### config.mk
export PLATFORM = sky130hd
export DESIGN_NAME = rxMuteReceiver
export DESIGN_NICKNAME = d
export VERILOG_FILES = /design/src/rtl/rxMutePkg.sv /design/src/rtl/rxDatapath.sv /design/src/rtl/rxControl.sv /design/src/rtl/rxMuteReceiver.sv
export SDC_FILE = /design/constraint.sdc
export NUM_CORES = 1
export LEC_CHECK = 0
export BUFFER_PORTS_ARGS = -buffer_cell sky130_fd_sc_hd__buf_2
export CORE_MARGIN = 4
export CORE_UTILIZATION = 45
export CTS_BUF_LIST = sky130_fd_sc_hd__clkbuf_8 sky130_fd_sc_hd__clkbuf_16
export DETAILED_ROUTE_END_ITERATION = 12
export GPL_TIMING_DRIVEN = 0
export PLACE_DENSITY = 0.67
export SYNTH_ARGS = -nofsm -noshare
export SYNTH_HDL_FRONTEND = slang
export SYNTH_SLANG_ARGS = --single-unit
### constraint.sdc
create_clock -name clk -period 1.8 [get_ports clk]
set_clock_uncertainty 0.05 [all_clocks]
set_input_delay 0.18 -clock clk [delete_from_list [all_inputs] [get_ports clk]]
set_output_delay 0.18 -clock clk [all_outputs]
set_load 0.03 [all_outputs]
### src/rtl/rxMutePkg.sv
package rxMutePkg;

  // Strobes issued by the control unit to the datapath, one cycle each.
  typedef struct packed {
    logic capA;        // store first vote sample
    logic capB;        // store second vote sample
    logic frameStart;  // a start edge was accepted
    logic evalBit;     // third sample present, vote is valid
    logic shiftIn;     // push voted data bit into the shifter
    logic commitWord;  // deliver the assembled word
    logic raiseIdle;   // set the idle flag
    logic clearAll;    // receiver disabled
    logic readAck;     // software read of the data register
  } rxStrobe_t;

endpackage

### src/rtl/rxDatapath.sv
module rxDatapath
  import rxMutePkg::*;
#(
  parameter int DATA_W = 8
) (
  input  logic              clk,
  input  logic              rstN,
  input  logic              rxLine,
  input  logic              wordLen9,
  input  rxStrobe_t         stb,
  output logic              bitVal,
  output logic              wordMsb,
  output logic [DATA_W-1:0] rxData,
  output logic              rxBit8,
  output logic              rxFull,
  output logic              idleFlag,
  output logic              overrun,
  output logic              noiseFlag,
  output logic              frameErr
);

  logic            sampA, sampB, noiseAcc, disagree;
  logic [DATA_W:0] shiftReg;

  assign bitVal   = (sampA & sampB) | (sampA & rxLine) | (sampB & rxLine);
  assign disagree = !((sampA == sampB) && (sampB == rxLine));
  assign wordMsb  = shiftReg[DATA_W];

  always_ff @(posedge clk or negedge rstN) begin
    if (!rstN) begin
      sampA    <= 1'b1;
      sampB    <= 1'b1;
      noiseAcc <= 1'b0;
      shiftReg <= '0;
    end else begin
      if (stb.capA) sampA <= rxLine;
      if (stb.capB) sampB <= rxLine;
      if (stb.frameStart) noiseAcc <= 1'b0;
      else if (stb.evalBit) noiseAcc <= noiseAcc | disagree;
      if (stb.shiftIn) shiftReg <= {bitVal, shiftReg[DATA_W:1]};
    end
  end

  always_ff @(posedge clk or negedge rstN) begin
    if (!rstN) begin
      rxData    <= '0;
      rxBit8    <= 1'b0;
      rxFull    <= 1'b0;
      idleFlag  <= 1'b0;
      overrun   <= 1'b0;
      noiseFlag <= 1'b0;
      frameErr  <= 1'b0;
    end else if (stb.clearAll) begin
      rxFull    <= 1'b0;
      idleFlag  <= 1'b0;
      overrun   <= 1'b0;
      noiseFlag <= 1'b0;
      frameErr  <= 1'b0;
    end else begin
      if (stb.readAck) begin
        rxFull    <= 1'b0;
        idleFlag  <= 1'b0;
        overrun   <= 1'b0;
        noiseFlag <= 1'b0;
        frameErr  <= 1'b0;
      end
      if (stb.commitWord) begin
        if (rxFull && !stb.readAck) begin
          overrun <= 1'b1;                       // old word is kept
        end else begin
          rxData    <= wordLen9 ? shiftReg[DATA_W-1:0] : shiftReg[DATA_W:1];
          rxBit8    <= wordLen9 & shiftReg[DATA_W];
          rxFull    <= 1'b1;
          noiseFlag <= noiseAcc | disagree;      // stop bit included
          frameErr  <= !bitVal;
        end
      end
      if (stb.raiseIdle) idleFlag <= 1'b1;
    end
  end

endmodule

### src/rtl/rxControl.sv
module rxControl
  import rxMutePkg::*;
#(
  parameter int OVERSAMPLE = 16,
  parameter int DATA_W     = 8
) (
  input  logic      clk,
  input  logic      rstN,
  input  logic      sampleTick,
  input  logic      rxLine,
  input  logic      rxEnable,
  input  logic      wordLen9,
  input  logic      wakeAddr,
  input  logic      muteSetReq,
  input  logic      muteClrReq,
  input  logic      dataRead,
  input  logic      bitVal,
  input  logic      wordMsb,
  output rxStrobe_t stb,
  output logic      muteActive
);

  localparam int CNT_W      = $clog2(OVERSAMPLE);
  localparam int IDX_W      = $clog2(DATA_W + 3);
  localparam int MID        = OVERSAMPLE / 2;
  localparam int IDLE_SHORT = OVERSAMPLE * (DATA_W + 2);
  localparam int IDLE_LONG  = OVERSAMPLE * (DATA_W + 3);
  localparam int IDLE_W     = $clog2(IDLE_LONG + 1);
  localparam logic [CNT_W-1:0] POS_A    = CNT_W'(MID - 1);
  localparam logic [CNT_W-1:0] POS_B    = CNT_W'(MID);
  localparam logic [CNT_W-1:0] POS_VOTE = CNT_W'(MID + 1);
  localparam logic [CNT_W-1:0] POS_LAST = CNT_W'(OVERSAMPLE - 1);

  typedef enum logic {HUNT, FRAME} rxState_e;

  rxState_e          state;
  logic [CNT_W-1:0]  tickCnt;
  logic [IDX_W-1:0]  bitIdx, lastIdx;
  logic [IDLE_W-1:0] idleCnt, idleLimit;
  logic              muteReg, idleArm;
  logic startSeen, frameTick, voteNow, isStart, isStop, stopDone, addrWake;
  logic idleTick, idleEvent, idleWake, hwClear;

  assign lastIdx   = wordLen9 ? IDX_W'(DATA_W + 2) : IDX_W'(DATA_W + 1);
  assign idleLimit = wordLen9 ? IDLE_W'(IDLE_LONG) : IDLE_W'(IDLE_SHORT);
  assign isStart   = (bitIdx == '0);
  assign isStop    = (bitIdx == lastIdx);
  assign startSeen = rxEnable && state == HUNT && sampleTick && !rxLine;
  assign frameTick = rxEnable && state == FRAME && sampleTick;
  assign voteNow   = frameTick && tickCnt == POS_VOTE;
  assign stopDone  = voteNow && isStop;
  assign addrWake  = muteReg && wakeAddr && wordMsb;
  assign idleTick  = rxEnable && state == HUNT && sampleTick && rxLine;
  assign idleEvent = idleTick && (idleCnt == idleLimit - IDLE_W'(1));
  assign idleWake  = idleEvent && muteReg && !wakeAddr;
  assign hwClear   = (stopDone && addrWake) || idleWake;
  assign muteActive = muteReg;

  always_comb begin
    stb            = '0;
    stb.clearAll   = !rxEnable;
    stb.readAck    = dataRead;
    stb.frameStart = startSeen;
    stb.capA       = frameTick && tickCnt == POS_A;
    stb.capB       = frameTick && tickCnt == POS_B;
    stb.evalBit    = voteNow;
    stb.shiftIn    = voteNow && !isStart && !isStop;
    stb.commitWord = stopDone && (!muteReg || addrWake);
    stb.raiseIdle  = idleEvent && !muteReg && idleArm;
  end

  always_ff @(posedge clk or negedge rstN) begin
    if (!rstN) begin
      state   <= HUNT;
      tickCnt <= '0;
      bitIdx  <= '0;
      idleCnt <= '0;
      idleArm <= 1'b0;
    end else if (!rxEnable) begin
      state   <= HUNT;
      tickCnt <= '0;
      bitIdx  <= '0;
      idleCnt <= '0;
      idleArm <= 1'b0;
    end else begin
      case (state)
        HUNT: if (startSeen) begin
          state   <= FRAME;
          tickCnt <= CNT_W'(1);        // the detecting tick is sample 0
          bitIdx  <= '0;
        end
        FRAME: if (sampleTick) begin
          tickCnt <= (tickCnt == POS_LAST) ? '0 : tickCnt + CNT_W'(1);
          if (tickCnt == POS_LAST) bitIdx <= bitIdx + IDX_W'(1);
          if (voteNow && ((isStart && bitVal) || isStop)) state <= HUNT;
        end
        default: state <= HUNT;
      endcase
      if (state != HUNT || startSeen) idleCnt <= '0;
      else if (idleTick && idleCnt < idleLimit) idleCnt <= idleCnt + IDLE_W'(1);
      if (stopDone) idleArm <= 1'b1;
      else if (idleEvent) idleArm <= 1'b0;
    end
  end

  always_ff @(posedge clk or negedge rstN) begin
    if (!rstN) muteReg <= 1'b0;
    else begin
      if (muteSetReq) muteReg <= 1'b1;
      if (hwClear || muteClrReq) muteReg <= 1'b0;
    end
  end

endmodule

### src/rtl/rxMuteReceiver.sv
module rxMuteReceiver
  import rxMutePkg::*;
#(
  parameter int OVERSAMPLE = 16,
  parameter int DATA_W     = 8
) (
  input  logic              clk,
  input  logic              rstN,
  input  logic              sampleTick,
  input  logic              rxLine,
  input  logic              rxEnable,
  input  logic              wordLen9,
  input  logic              wakeAddr,
  input  logic              muteSetReq,
  input  logic              muteClrReq,
  input  logic              rxIntEn,
  input  logic              idleIntEn,
  input  logic              dataRead,
  output logic [DATA_W-1:0] rxData,
  output logic              rxBit8,
  output logic              rxFull,
  output logic              idleFlag,
  output logic              overrun,
  output logic              noiseFlag,
  output logic              frameErr,
  output logic              muteActive,
  output logic              irq
);

  rxStrobe_t stb;
  logic      bitVal, wordMsb;

  rxControl #(.OVERSAMPLE(OVERSAMPLE), .DATA_W(DATA_W)) i_ctrl (
    .clk(clk), .rstN(rstN), .sampleTick(sampleTick), .rxLine(rxLine),
    .rxEnable(rxEnable), .wordLen9(wordLen9), .wakeAddr(wakeAddr),
    .muteSetReq(muteSetReq), .muteClrReq(muteClrReq), .dataRead(dataRead),
    .bitVal(bitVal), .wordMsb(wordMsb), .stb(stb), .muteActive(muteActive)
  );

  rxDatapath #(.DATA_W(DATA_W)) i_dp (
    .clk(clk), .rstN(rstN), .rxLine(rxLine), .wordLen9(wordLen9), .stb(stb),
    .bitVal(bitVal), .wordMsb(wordMsb), .rxData(rxData), .rxBit8(rxBit8),
    .rxFull(rxFull), .idleFlag(idleFlag), .overrun(overrun),
    .noiseFlag(noiseFlag), .frameErr(frameErr)
  );

  assign irq = (rxIntEn & (rxFull | overrun)) | (idleIntEn & idleFlag);

endmodule

==> results of run 1 <==
-- layer usage --
metal	up-vias	track usage	wire, um
met5	-	0	0
met4	0	0.0524	68
met3	5	0.0381	183
met2	26	0.260	2230
met1	842	0.237	2360
li1	866	-	-
-- synthesized netlist by cell type, types with 2 or more instances --
master	count	share of area
nor2_1	9	0.014
dfrtp_1	43	0.45
and4b_1	2	0.0084
a21o_1	2	0.0063
a21oi_1	5	0.011
clkbuf_1	4	0.0063
buf_4	2	0.0063
o22ai_1	3	0.0079
ha_1	9	0.047
inv_1	7	0.011
dfstp_2	2	0.022
o21ai_0	11	0.023
nand2_1	24	0.038
nand3_1	12	0.025
mux2_2	20	0.095
mux2_4	7	0.044
nor2b_1	5	0.013
nor3_1	2	0.0042
nand2b_1	3	0.0079
or3_1	2	0.0053
and3_1	4	0.011
mux2i_1	8	0.034
a211o_1	2	0.0074
and2_1	3	0.0079
nand4_1	3	0.0079
-- registers in the layout, summed over array words and instances (netlist names) --
register	flops
i_ctrl.bitIdx	4
i_dp.rxFull	1
i_dp.shiftReg	9
i_ctrl.idleArm	1
i_dp.rxData	8
i_ctrl.state	1
i_dp.overrun	1
i_ctrl.idleCnt	8
i_dp.noiseFlag	1
i_ctrl.tickCnt	4
i_dp.rxBit8	1
i_dp.idleFlag	1
i_ctrl.muteActive	1
i_dp.noiseAcc	1
i_dp.sampA	1
i_dp.frameErr	1
i_dp.sampB	1
-- where the power goes --
part | total (mW) | switching (mW) | internal (mW)
clock network | 0.570 | 0.315 | 0.256
registers | 1.03 | 0.00866 | 1.02
logic | 0.142 | 0.0909 | 0.0507
total | 1.74 | 0.414 | 1.33
-- area by class of cell --
type / instances / area (um2)
buffer: 7 / 46.3
clock buffer: 5 / 68.8
clock inverter: 1 / 5.00
fill: 451 / 2270
inverter: 7 / 26.3
multi-input combinational: 156 / 1210
sequential: 45 / 1130
tap: 70 / 87.6
timing repair buffer: 40 / 268
-- logic make-up (layout without fill, tap and decap cells) --
group / Yosys count / count (layout)
flip-flops: 45 / 45
AND/OR/NAND/NOR: 74 / 74
multiplexers: 35 / 35
adder cells (fa/ha/maj): 9 / 9
AO/OA/AOI/OAI: 36 / 36
XOR/XNOR: 2 / 2
buffers and inverters: 15 / 60
-- worst max path at each step --
stage / start / to
6_report: i_ctrl.tickCnt[1] / i_dp.rxData[4]
5_1_grt: i_ctrl.tickCnt[2] / i_dp.rxData[6]
4_1_cts: i_ctrl.tickCnt[2] / i_dp.rxData[4]
3_5_place_dp: i_ctrl.tickCnt[1] / i_dp.rxData[4]
3_3_place_gp: i_ctrl.tickCnt[1] / i_dp.rxData[6]
2_1_floorplan: i_ctrl.tickCnt[1] / i_dp.rxData[1]
-- worst max-delay path: stages, from the launching register on --
cell and delay [ps]:
dfrtp_1 400, inv_2 70, ha_1 140, and2_4 170
o2111ai_4 120, a211o_4 340, buf_8 150, mux2_4 300
-- stage by stage --
step	cells	power, mW	cell area [um2]	setup TNS, ps	utilization
finish	331	1.74	2840	-196	0.556
detailed placement	313	1.18	2600	-2930	0.509
global route	331	1.82	2840	-783	0.556
global placement	313	1.18	2600	-1990	0.509
floorplan	216	1.12	2380	0	-
CTS	331	1.77	2830	-189	0.554
-- timing repair --
item / 4_1_cts / 5_1_grt
hold buffers: 1 / 0
resized for setup: 12 / 4
endpoints found under the setup margin: 21 / 31
endpoints found under the hold margin: 1 / 0
pin swaps: 1 / 0
setup buffers: 10 / 1
cloned: 1 / 0
==> impl_results.md, run 1 <==
- EDFF count, synth: 0
- Worst-path maximum fanout: 5
- Worst min path class: in2async
- Slew Viols, Final: 0
- Failing checks: setup timing
- Number of global-route vias before repair: 1738
- H-tree depth: 2
- Mux contribution to synthesized area: 0.173
- Largest family of logic cells by synthesized area: multiplexers
- HPWL after DPL: 3.32 mm
- Worst reg-to-reg setup slack: -40 ps
- CTS tree: done
- Critical Path RT: 1930 ps
- Synth Flop Type: dfrtp_1
- Ant. Diodes: 0
- RSZ-0062 raised after global routing: true
- Worst R2R Start: i_ctrl.tickCnt[1]
- Synth Cell Area: about 2400 um2
- Leak: ~1.5 nW
- Antenna viol nets, final: 0
- Drt drc: 0
- Pre-Repair DR Iteration Count: 4
- # rows: 26
- Die H: approximately 81 um
- Leading cell types in the layout, fill and taps excluded: dfrtp_1, buf_2, nand2_1
- Worst-Margin Slew: 1010 ps
- Status: finished, violations left
- Port bufs: 27
- Cts bufs inserted: 5
- Largest net degree at the start of global routing: between 40 and 50
- Min Tclk post-route: 1840 ps
- Final setup vio count: 7
- Net Count, Synth: around 240
- Arrival time worst endpoint: between 1500 and 2000 ps
- Peak VDD IR: approximately 0.00046 V
- Fmax: 543 MHz
- Critical path class: reg2reg
- Most common cell after layout, fill and taps aside: dfrtp_1
- Starting density of the core: 0.465
- Core area: ~5100 um2
- Post-synthesis compound-gate area fraction: 0.107
- Proportion of layout cells with a drive suffix above 1: 0.341
- Simple-Gate Fraction of Synth Area: 0.161
- XOR/XNOR Fraction of Synth Area: 0.00737
- Syn_area_per_cell: ~11 um2
- Cells after Synth: about 220
- Hold slack: roughly 0.39 ps
- Root buf cell: clkbuf_8
- DRT iter0 DRCs: 107
- GPL Wtd Cong: 0.840
- Clock tree buffer depth: 2
- Worst-skew pair later-pin latency: 300 ps
- Final Cycle Share: 1.02
- Remaining Overflow, GRT: 0
- Initial antenna violation count: 0
- Die area: 6510 um2
- Adder-Cell Fraction of Synth Area: 0.0474
- Routed WL: 4.83 mm
- First-pass GRT wire length: 8.44 mm
- Via count: around 1700
- Unique masters post-synth: 47
- Top Ports: 28
- Kind of start point of the critical path: flop
- Final Hold Vio Count: 0
- Layout net count: about 280
- Capturing element type of the critical path: flop
- Power per cell area: just over 600 nW/um2
- Slew headroom: 0.325
- Clock tree sinks: 45
- Maxcap violations: 0
- Gr usage total: 0.169
- Yosys Warn Count: 0
- Crit Reg-Reg Endpoint: i_dp.rxData[4]
- Die W: between 80 and 90 um
- Final WS setup: -40.8 ps
- Async set-reset flop share out of synthesis: 1.00
- R2R depth: 7
- Synthesis-to-layout area growth: 19.4%
- Clk slew on worst S/H paths: ~80 ps
- Place WS: -202 ps
- Post-synthesis sequential area ratio: 0.475
- Wire length per cell: ~15 um
- Vias/cell: about 5.3
- Synth Register Bits: 45
(Power assumes the default switching activity.)
==> run 2: changes to the inputs <==
GPL_TIMING_DRIVEN = unset   (was 0)
==> run 2 against run 1 <==
Compared with the run above:
- the flow now finishes without violations
- clock-buffer cell count unchanged
- power grew 5.4%
- flip-flop and latch count unchanged
- combinational power rose by 13%
- critical path type unchanged
==> impl_results.md, run 2 (same netlist as run 1, synthesis figures left out) <==
- Die area: ~6500 um2
- Remaining Overflow, GRT: 0
- # rows: 26
- First-pass GRT wire length: 8.51 mm
- Antenna viol nets, final: 0
- H-tree depth: 2
- Root buf cell: clkbuf_8
- DRT iter0 DRCs: 74
- Fmax: 575 MHz
- Maxcap violations: 0
- Worst reg-to-reg setup slack: around 60 ps
- Proportion of layout cells with a drive suffix above 1: 0.362
- HPWL after DPL: 3.65 mm
- Status: complete, no violations
- Largest net degree at the start of global routing: 46
- Arrival time worst endpoint: between 1500 and 2000 ps
- Pre-Repair DR Iteration Count: 4
- Via count: 1825
- Design area: roughly 2900 um2
- HP Start: muteSetReq
- Die H: 80.7 um
- Min Tclk post-route: 1740 ps
- Capturing element type of the critical path: flop
- Clock tree sinks: 45
- CTS tree: done
- Fin util: 0.571
- Hold path endpoint: i_ctrl.muteActive
- Leading cell types in the layout, fill and taps excluded: dfrtp_1, buf_2, nand2_1
- Largest registers: i_dp.shiftReg: 9 flops, i_ctrl.idleCnt: 8 flops, i_dp.rxData: 8 flops
- R2R depth: 7
- Placed Area: around 2800 um2
- Final WS setup: ~60 ps
- Worst R2R Start: i_ctrl.tickCnt[1]
- Worst-skew pair later-pin latency: 310 ps
- Starting density of the core: 0.465
- Drt drc: 0
- Power per cell area: between 600 and 700 nW/um2
- Layout net count: just under 300
- Final setup vio count: 0
- GPL Wtd Cong: just under 0.8
- Die W: between 80 and 90 um
- Kind of start point of the critical path: flop
- Number of global-route vias before repair: 1767
- Critical path class: reg2reg
- RSZ-0062 raised after global routing: true
- WHS Path Cells: 3
- CP Launch Point: i_ctrl.tickCnt[1]
- Critical Path RT: ~2000 ps
- Final Cycle Share: 0.967
- Filler Cell Count: between 400 and 500
- Peak VDD IR: a little over 0.0003 V
- Top Ports: 28
- Clock tree buffer depth: 2
- Initial antenna violation count: 0
- Slew headroom: 0.713
- Reg with most FFs: i_dp.shiftReg
- Place WS: -0.201 ps
- Slew Viols, Final: 0
- Worst-path maximum fanout: 11
- Worst-Margin Slew: around 430 ps
- Ant. Diodes: 0
- Crit Reg-Reg Endpoint: i_dp.rxData[6]
- Gr usage total: 0.171
- Routed WL: about 5.0 mm
- Leak: roughly 1.5 nW
- Worst min path class: in2reg
- Vias/cell: between 5 and 6
- Final Hold Vio Count: 0
- Core area: ~5100 um2
- Clk slew on worst S/H paths: 90 ps
- Max FFs per register: 9
- Cts bufs inserted: 5
- Synthesis-to-layout area growth: 22.7%
- Most common cell after layout, fill and taps aside: dfrtp_1
- Wire length per cell: about 15 um
- Port bufs: 27
## run 2: worst max path at each step
stage,end,slack (ps),depth (start not counted)
floorplan,i_dp.rxData[1],4,7
global placement,i_dp.rxData[6],30,7
detailed placement,i_dp.rxData[3],-0.2,7
CTS,i_dp.rxData[3],40,7
global route,i_dp.rxData[6],-1,7
finish,i_dp.rxData[6],60,7
## run 2: critical path, stage by stage, from the launching register on
cell	delay, ps
dfrtp_1	400
inv_2	60
ha_1	130
and2_4	150
o2111ai_4	110
a211o_1	280
buf_12	160
mux2_4	300
## run 2: layout make-up
| type | count | area, um2 | share of cell area |
|---|---|---|---|
| sequential | 45 | 1130 | 0.387 |
| inverter | 7 | 26.3 | 0.00901 |
| multi-input combinational | 156 | 1200 | 0.410 |
| tap | 70 | 87.6 | 0.0300 |
| timing repair buffer | 55 | 388 | 0.133 |
| clock buffer | 5 | 68.8 | 0.0236 |
| clock inverter | 3 | 22.5 | 0.00772 |
## run 2: timing repair
action,4_1_cts,5_1_grt
buffers inserted,0,2
endpoints found under the setup margin,2,9
hold endpoints to repair,44,0
gates resized for setup,1,5
hold buffers,2,0
## run 2: routing by layer
layer  wire (um)  share of wire  track usage
met5           0              0            0
met4          83          0.016       0.0693
met3         196          0.039       0.0359
met2        2380           0.47        0.262
met1        2380           0.47        0.233
## run 2: report_power, final
group	internal [mW]	total [mW]	leakage, nW	switching [mW]
Sequential	1.02	1.03	0.613	0.00685
Combinational	0.0627	0.160	0.869	0.0970
Clock	0.276	0.647	0.0481	0.372
## run 2: metrics by stage
step	instances	hold WS (ps)	setup TNS (ps)	total power, mW
2_1_floorplan	216	-166	0	1.12
3_3_place_gp	329	128	0	1.20
3_5_place_dp	329	135	-0.201	1.20
4_1_cts	339	77.6	0	1.85
5_1_grt	341	103	-1.01	1.91
6_report	341	85.8	0	1.83
==> run 3: changes to the inputs <==
BUFFER_PORTS_ARGS = -buffer_cell sky130_fd_sc_hd__buf_4   (was -buffer_cell sky130_fd_sc_hd__buf_2)
CORE_MARGIN = unset   (was 4)
SETUP_SLACK_MARGIN = 0.05   (was unset)
==> run 3 against run 2 <==
Compared with the run above:
- setup slack worse by 46 ps
- via count down 0.16%
- die area down 14%
- first-iteration DRC count up 28%
- clock power about the same
- critical endpoint unchanged
- highest routed layer unchanged
==> impl_results.md, run 3 (same netlist as run 1, synthesis figures left out) <==
- Final WS setup: approximately 14 ps
- Critical path, cell by cell: inv_2 > ha_4 > and2_4 > o2111ai_4 > a211o_4 > clkbuf_16 > mux2_4
- Max FFs per register: 9
- Critical Path RT: 1950 ps
- Power per cell area: between 600 and 700 nW/um2
- Crit Reg-Reg Endpoint: i_dp.rxData[6]
- H-tree depth: 2
- Pre-Repair DR Iteration Count: 5
- Die W: 74.7 um
- Number of global-route vias before repair: 1704
- Drt drc: 0
- CP max stage cell: dfrtp_1
- Crit path to: i_dp.rxData[6]
- Worst min path class: in2reg
- CP Depth: 7
- Worst-skew pair later-pin latency: approximately 310 ps
- Status: complete, no violations
- First-pass GRT wire length: ~8.0 mm
- Part of the power in the clock network: 0.354
- CP Launch Point: i_ctrl.tickCnt[1]
- HPWL after DPL: 3.45 mm
- DRT iter0 DRCs: 95
- Placed Instances: around 320
- Vias/cell: between 5 and 6
- Root buf cell: clkbuf_8
- Final Hold Vio Count: 0
- Arrival time worst endpoint: between 1500 and 2000 ps
- Wire length per cell: 14.4 um
- Port bufs: 27
- # rows: 26
- Min Tclk post-route: 1790 ps
- Hold slack: 91.5 ps
- R2R depth: 7
- Delay-heaviest family, CP: compound AO/OA/AOI/OAI gates
- Clock tree buffer depth: 2
- Largest registers: i_dp.shiftReg: 9 flops, i_ctrl.idleCnt: 8 flops, i_dp.rxData: 8 flops
- Worst path bufs/invs: 2
- Antenna viol nets, final: 0
- Cts bufs inserted: 5
- Synthesis-to-layout area growth: 25.4%
- Fin util: 0.584
- Die H: 74.7 um
- Maxcap violations: 0
- Routed WL: 4.86 mm
- GPL Wtd Cong: approximately 0.86
- Placed Area: 2790 um2
- Critical path class: reg2reg
- Core area: 5110 um2
- Remaining Overflow, GRT: 0
- Layout net count: ~290
- Worst R2R Start: i_ctrl.tickCnt[1]
- Initial antenna violation count: 0
- Kind of start point of the critical path: flop
- Slew headroom: 0.608
- Switching fraction of total power: 0.259
- Worst reg-to-reg setup slack: between 10 and 15 ps
- RSZ-0062 raised after global routing: true
- Via count: about 1800
- Peak VDD IR: approximately 0.00043 V
- Place WS: about 39 ps
- Ant. Diodes: 0
- Top Ports: 28
- Gr usage total: 0.192
- Worst-Margin Slew: between 500 and 600 ps
- Clk slew on worst S/H paths: around 90 ps
- Proportion of layout cells with a drive suffix above 1: 0.363
- NetSw: 0.473 mW
- Largest net degree at the start of global routing: 46
- Reg with most FFs: i_dp.shiftReg
- Fmax: 560 MHz
- Internal power: 1.36 mW
- Leading cell types in the layout, fill and taps excluded: buf_4, dfrtp_1, nand2_1
- Capturing element type of the critical path: flop
- Final setup vio count: 0
- HP Start: muteSetReq
- Clock tree sinks: 45
- Slew Viols, Final: 0
- Worst-path maximum fanout: 5
- CTS tree: done
- Leak: ~1.5 nW
- Final Cycle Share: 0.992
- Most common cell after layout, fill and taps aside: buf_4
- Non-Filler Instances: between 300 and 400
- Combinational power share: 0.084
- Design area: between 2000 and 3000 um2
- CP peak stage delay: 400 ps
- Sequential power share: 0.562
- Starting density of the core: 0.465
- Die area: 5580 um2
run 3: changes by cell type in the layout (fill, tap and decap cells not counted), sizes merged:
cell	before	now
clkinv	3	1
buf	53	48
clkinvlp	0	1
inv	7	8
clkbuf	5	6
run 3: through the flow:
step / setup TNS (ps) / power (mW)
after floorplan: 0 / 1.12
after CTS: 0 / 1.84
after detailed placement: 0 / 1.19
after global routing: -168 / 1.91
after global placement: 0 / 1.19
final: 0 / 1.83
run 3: what timing repair did:
action / in CTS / in global routing
buffers inserted: 1 / 1
cloned: 0 / 1
setup endpoints to repair: 7 / 13
hold endpoints to repair: 44 / 0
resized for setup: 0 / 9
hold buffers: 2 / 0
pin swaps: 0 / 1
run 3: layout make-up:
class	instances	area, um2
Sequential cell	45	1130
Clock buffer	5	68.8
Timing Repair Buffer	51	430
Multi-Input combinational cell	156	1220
Inverter	7	26.3
Clock inverter	3	21.3
Tap cell	70	87.6
Fill cell	448	2130
run 3: how the worst min path moves through the flow:
stage	to	cells after the start	slack, ps
final	i_ctrl.muteActive	3	90
after global placement	i_dp.shiftReg[0]	1	170
after detailed placement	i_dp.shiftReg[1]	1	170
after floorplan	i_ctrl.bitIdx[0]	0	-170
after CTS	i_ctrl.muteActive	3	90
after global routing	i_ctrl.tickCnt[0]	2	100
run 3: power by group through the flow:
stage / clock [mW] / sequential, mW / combinational (mW)
after floorplan: 0 / 1.05 / 0.0680
after global placement: 0 / 1.05 / 0.148
after detailed placement: 0 / 1.05 / 0.148
after CTS: 0.664 / 1.03 / 0.151
after global routing: 0.700 / 1.03 / 0.174
final: 0.648 / 1.03 / 0.155
run 3: routing by layer:
| metal | share of wire | track usage |
|---|---|---|
| met5 | 0 | 0 |
| met4 | 0.019 | 0.0671 |
| met3 | 0.040 | 0.0428 |
| met2 | 0.45 | 0.279 |
| met1 | 0.49 | 0.283 |
run 3: worst register-to-register path, delay by kind of cell, from the launching register on:
family / cells / cell delay [ps]
AO/OA/AOI/OAI: 2 / 440
flip-flops: 1 / 400
multiplexers: 1 / 290
buffers and inverters: 2 / 250
AND/OR/NAND/NOR: 1 / 150
adder cells (fa/ha/maj): 1 / 110
